## config.mk

```make
export PLATFORM = sky130hd
export DESIGN_NAME = cevt_ctrl
export DESIGN_NICKNAME = d
export VERILOG_FILES = /design/src/rtl/cevt_pkg.sv /design/src/rtl/cevt_edge.sv /design/src/rtl/cevt_first.sv /design/src/rtl/cevt_ctrl.sv
export SDC_FILE = /design/constraint.sdc
export NUM_CORES = 1
export LEC_CHECK = 0
export ABC_CLOCK_PERIOD_IN_PS = 3100
export BUFFER_PORTS_ARGS = -buffer_cell sky130_fd_sc_hd__buf_2
export CAP_MARGIN = 20
export CORE_MARGIN = 5
export CORE_UTILIZATION = 45
export CTS_CLUSTER_DIAMETER = 60
export CTS_CLUSTER_SIZE = 24
export DETAILED_ROUTE_END_ITERATION = 16
export HOLD_SLACK_MARGIN = 0.08
export MAX_ROUTING_LAYER = met4
export PLACE_DENSITY = 0.8
export SLEW_MARGIN = 20
export SYNTH_ARGS = -nofsm -noshare
export SYNTH_HDL_FRONTEND = slang
export SYNTH_SLANG_ARGS = --single-unit
```

## constraint.sdc

```tcl
create_clock -name clk -period 3.1 [get_ports clk]
set_clock_uncertainty 0.05 [all_clocks]
set_input_delay 0.62 -clock clk [delete_from_list [all_inputs] [get_ports clk]]
set_output_delay 0.62 -clock clk [all_outputs]
set_load 0.02 [all_outputs]
```

## src/rtl/cevt_pkg.sv

```systemverilog
package cevt_pkg;
  typedef enum logic [1:0] {
    RA_LATCH  = 2'd0,
    RA_MASK   = 2'd1,
    RA_ACTIVE = 2'd2,
    RA_NONE   = 2'd3
  } reg_addr_e;
endpackage

```

## src/rtl/cevt_edge.sv

```systemverilog
module cevt_edge #(
  parameter int W = 16
) (
  input  logic         clk,
  input  logic         rst_n,
  input  logic [W-1:0] lvl_i,
  output logic [W-1:0] rise_o
);
  logic [W-1:0] smp_q;
  logic [W-1:0] old_q;

  always_ff @(posedge clk) begin
    if (!rst_n) begin
      smp_q <= '0;
      old_q <= '0;
    end else begin
      smp_q <= lvl_i;
      old_q <= smp_q;
    end
  end

  // a bit is a rising edge when the newest sample is high and the previous one low
  assign rise_o = smp_q & ~old_q;
endmodule

```

## src/rtl/cevt_first.sv

```systemverilog
module cevt_first #(
  parameter int W  = 16,
  parameter int IW = 4
) (
  input  logic [W-1:0]  vec_i,
  output logic          found_o,
  output logic [IW-1:0] idx_o
);
  always_comb begin
    found_o = 1'b0;
    idx_o   = '0;
    // scan from the top so the lowest set bit wins
    for (int i = W - 1; i >= 0; i--) begin
      if (vec_i[i]) begin
        found_o = 1'b1;
        idx_o   = IW'(i);
      end
    end
  end
endmodule

```

## src/rtl/cevt_ctrl.sv

```systemverilog
module cevt_ctrl #(
  parameter int N_EVT = 16,
  parameter int GP_LO = 7,
  parameter int IDW   = $clog2(N_EVT)
) (
  input  logic             clk,
  input  logic             rst_n,
  input  logic [N_EVT-1:0] evt_in,
  input  logic             gp_enable,
  input  logic             reg_wr,
  input  logic [1:0]       reg_addr,
  input  logic [N_EVT-1:0] reg_wdata,
  output logic [N_EVT-1:0] reg_rdata,
  output logic             req_valid,
  output logic [IDW-1:0]   req_id,
  input  logic             req_ready,
  input  logic             ret_valid,
  input  logic [IDW-1:0]   ret_id
);
  import cevt_pkg::*;

  localparam logic [N_EVT-1:0] ONE = {{(N_EVT-1){1'b0}}, 1'b1};

  logic [N_EVT-1:0] lat_q, mask_q, act_q;
  logic [N_EVT-1:0] lat_d, mask_d, act_d;
  logic [N_EVT-1:0] rise;
  logic [N_EVT-1:0] gate;
  logic [N_EVT-1:0] cand;
  logic [N_EVT-1:0] take_vec, ret_vec, lat_wr;
  logic             cand_found, act_found;
  logic [IDW-1:0]   cand_idx, act_idx;
  logic             fire;
  reg_addr_e        ra;

  assign ra = reg_addr_e'(reg_addr);

  cevt_edge #(.W(N_EVT)) u_edge (
    .clk    (clk),
    .rst_n  (rst_n),
    .lvl_i  (evt_in),
    .rise_o (rise)
  );

  // general-purpose events follow the global enable, the rest are always gated open
  for (genvar g = 0; g < N_EVT; g++) begin : g_gate
    if (g >= GP_LO) begin : g_gp
      assign gate[g] = gp_enable;
    end else begin : g_core
      assign gate[g] = 1'b1;
    end
  end

  assign cand = lat_q & mask_q & gate;

  cevt_first #(.W(N_EVT), .IW(IDW)) u_cand (
    .vec_i   (cand),
    .found_o (cand_found),
    .idx_o   (cand_idx)
  );

  cevt_first #(.W(N_EVT), .IW(IDW)) u_act (
    .vec_i   (act_q),
    .found_o (act_found),
    .idx_o   (act_idx)
  );

  assign req_valid = cand_found && (!act_found || (cand_idx < act_idx));
  assign req_id    = cand_idx;
  assign fire      = req_valid && req_ready;
  assign take_vec  = fire ? (ONE << cand_idx) : '0;
  assign ret_vec   = ret_valid ? (ONE << ret_id) : '0;

  // software may only rewrite latch bits that are masked off
  always_comb begin
    lat_wr = lat_q;
    if (reg_wr && ra == RA_LATCH) begin
      lat_wr = (lat_q & mask_q) | (reg_wdata & ~mask_q);
    end
    // a fresh edge in the acceptance cycle is kept as a new pending event
    lat_d = (lat_wr & ~take_vec) | rise;
  end

  always_comb begin
    mask_d = mask_q;
    if (reg_wr && ra == RA_MASK) begin
      mask_d = reg_wdata;
    end
  end

  assign act_d = (act_q & ~ret_vec) | take_vec;

  always_ff @(posedge clk) begin
    if (!rst_n) begin
      lat_q  <= '0;
      mask_q <= '0;
      act_q  <= '0;
    end else begin
      lat_q  <= lat_d;
      mask_q <= mask_d;
      act_q  <= act_d;
    end
  end

  always_comb begin
    unique case (ra)
      RA_LATCH:  reg_rdata = lat_q;
      RA_MASK:   reg_rdata = mask_q;
      RA_ACTIVE: reg_rdata = act_q;
      default:   reg_rdata = '0;
    endcase
  end
endmodule

```

==> results.json <==
{
  "drt-wirelength-per-cell_um": 17.5,
  "dr_total_vias": 4023,
  "violations": "negative setup slack",
  "critPathBufInv": 1,
  "grt_usage_pct": 22.7,
  "antennaDiodeCount": 0,
  "max-clock-path-buffers": 2,
  "synth_edf_count": 0,
  "vias_per_cell": 5.77,
  "worstPathArrival_ns": 2.53,
  "ys_warn_count": 0,
  "rsz0062_at_grt": "true",
  "cts_tree": "yes",
  "holdWs_ns": 0.361,
  "first_global_vias": 3926,
  "stdcell_count": 697,
  "cts_buffers": 9,
  "fin_crit_ns": 3.20,
  "antenna_found_initial": 0,
  "die_height_um": 104,
  "hold_viol": 0,
  "finalSetupViolations": 1,
  "clockRootBuffer": "clkbuf_8",
  "clk_latency_ns": 0.36,
  "cp_slowest_cell": "a2111o_1",
  "fp-row-count": 34,
  "drtAntennaViolNets": 0,
  "tightest_slew_ns": 0.681,
  "core_um2": 8640,
  "layout_commonest_cell": "nand2_1",
  "holdPathStages": 1,
  "crit_chain": "a22o_1 > a2111o_1 > a21oi_4 > ha_4 > a21o_1 > a21oi_2 > nor2_1 > a221oi_2 > buf_4",
  "period_share_pct": 103,
  "cts.sinks": 80,
  "sw_frac_of_total_pct": 28.6,
  "syn_area_um2": 3960,
  "ir_drop_mv": 0.326,
  "ys_types": 53,
  "grt_max_degree": 34,
  "die_area_um2": 10800,
  "die_w_um": 104,
  "power_frac_clock_pct": 35.4,
  "drtIter0Drc": 367,
  "power_density_nw_per_um2": 445,
  "fillers": 770,
  "syn_inst": 479,
  "utilization_pct": 58.4,
  "drt-pass1-iter-count": 5,
  "ys_seq_area_share_pct": 40.4,
  "hold_path_class": "reg -> reg",
  "power_frac_seq_pct": 49.8,
  "criticalPathCategory": "reg -> out",
  "ys.flop_type": "dfxtp_1",
  "grt_pass1_wl_mm": 19.6,
  "outcome": "complete, but fails checks",
  "maxSlewViolCount": 0,
  "path_clk_slew_ns": 0.09,
  "crit_path_max_fanout": 2,
  "internal_power_mw": 1.60,
  "start_util_pct": 45.9,
  "max_stage_delay_ns": 0.41,
  "max_freq_mhz": 313,
  "io_buffers": 64,
  "crit_family": "compound AO/OA/AOI/OAI gates",
  "power.leakage_nw": 2.13,
  "drc_errors": 0,
  "dpl.hpwl_mm": 9.17,
  "worstPathRequired_ns": 2.43,
  "synth_largest_area_cell": "dfxtp_1",
  "ys_ff_latch": 80,
  "relSlewSlack_pct": 54.6,
  "crit_cells": 9,
  "place_inst": 677,
  "max_cap_violations": 0,
  "drive_above_1_share_pct": 28.9,
  "io-pin-count": 65,
  "final_net_count": 631,
  "synth_area_per_cell_um2": 8.27,
  "globalplace.congestion": 0.912,
  "synth.top_cells.by_area": "dfxtp_1 40%, nand2_1 8.0%, mux2i_1 6.8%, and2_1 4.3%, o21a_1 4.0%",
  "async_flop_share_pct": 0,
  "grt_overflow": 0,
  "worst_slack_ns": -0.0951,
  "most-common-layout-cells": "83 x nand2_1, 72 x dfxtp_1, 63 x buf_2",
  "synth_fp_nets": 526,
  "combPwrFrac_pct": 14.8,
  "end_kind": "primary output",
  "cts_hold_buf": 0,
  "syn_to_final_growth_pct": 27.4,
  "yosys.area.top_type_share_pct": 40.4,
  "drt-total-wl_mm": 12.2,
  "cts_max_level": 3,
  "switchingPower_mw": 0.642,
  "start_kind": "flip-flop",
  "worst_r2r_path_depth": 11
}
==> power by group through the flow <==
stage / Combinational, mW / Sequential (mW) / Clock, mW
after floorplan: 0.195 / 1.13 / 0
after detailed placement: 0.315 / 1.14 / 0
final: 0.331 / 1.12 / 0.795
after global routing: 0.360 / 1.12 / 0.858
after CTS: 0.323 / 1.11 / 0.806
after global placement: 0.309 / 1.13 / 0
==> registers in the layout, summed over array words and instances, names as in the netlist <==
register and flops:
u_edge.old_q 16, mask_q 16, u_edge.smp_q 16, act_q 16
lat_q 16
==> timing repair <==
action,in CTS,in global routing
pin swaps,7,5
resized for setup,10,11
endpoints found under the setup margin,1,7
setup buffers,3,1
==> cell usage after synthesis, types with 4 or more instances <==
cell      instances
and2_1           27
o21a_1           21
a22o_1            4
a22oi_1           5
nor2_1           25
nand3_1           6
o32ai_1           4
dfxtp_1          80
nor3b_1           4
o31ai_1          10
nand2_1          84
nor3_1            8
nor4_1            8
or3_1             4
inv_1            18
a21oi_1          26
nand2b_1         12
or2_2             4
o22ai_1           9
o21ai_0          30
clkbuf_1         16
mux2i_1          27
==> path summary, 6_finish.rpt <==
path                                   start             endpoint  slack [ns]
setup / recovery         lat_q[9]$_SDFF_PN0_            req_valid        -0.1
hold / removal    u_edge.old_q[5]$_SDFF_PN0_  lat_q[5]$_SDFF_PN0_        0.36
setup reg to reg         lat_q[9]$_SDFF_PN0_  lat_q[6]$_SDFF_PN0_        0.05
hold reg to reg   u_edge.old_q[5]$_SDFF_PN0_  lat_q[5]$_SDFF_PN0_        0.36
==> stage by stage <==
step	setup WS, ns	cell area [um2]	total power [mW]	setup TNS, ns
floorplan	-0.0506	4030	1.32	-0.0506
global route	-0.272	5040	2.34	-0.375
CTS	-0.0918	4990	2.24	-0.0918
finish	-0.0951	5040	2.24	-0.0951
detailed placement	-0.108	4740	1.45	-0.136
global placement	-0.0648	4740	1.44	-0.0917
==> cells by family after synthesis <==
| logic type | synth area share (%) |
|---|---|
| compound gates | 22.8 |
| fa+ha+maj | 0.948 |
| simple gates | 24.9 |
| mux | 7.11 |
| flops | 40.4 |
| buf+inv | 3.85 |
==> layout make-up <==
class | instances | area [um2] | share of cell area, %
flip-flops and latches | 80 | 1610 | 32.0
multi-input cells | 360 | 2320 | 46.0
inverters | 18 | 67.6 | 1.34
well taps | 108 | 135 | 2.68
clock inverters | 7 | 78.8 | 1.56
clock buffers | 9 | 124 | 2.46
repair buffers | 115 | 706 | 14.0
==> routing by layer <==
layer  GRT usage [%]  share of wire, %
met3            4.60               7.8
met5               -                 0
met4            7.59               2.2
met2            34.9                45
met1            29.8                45
Note: power is estimated with default switching activity, not from simulation.
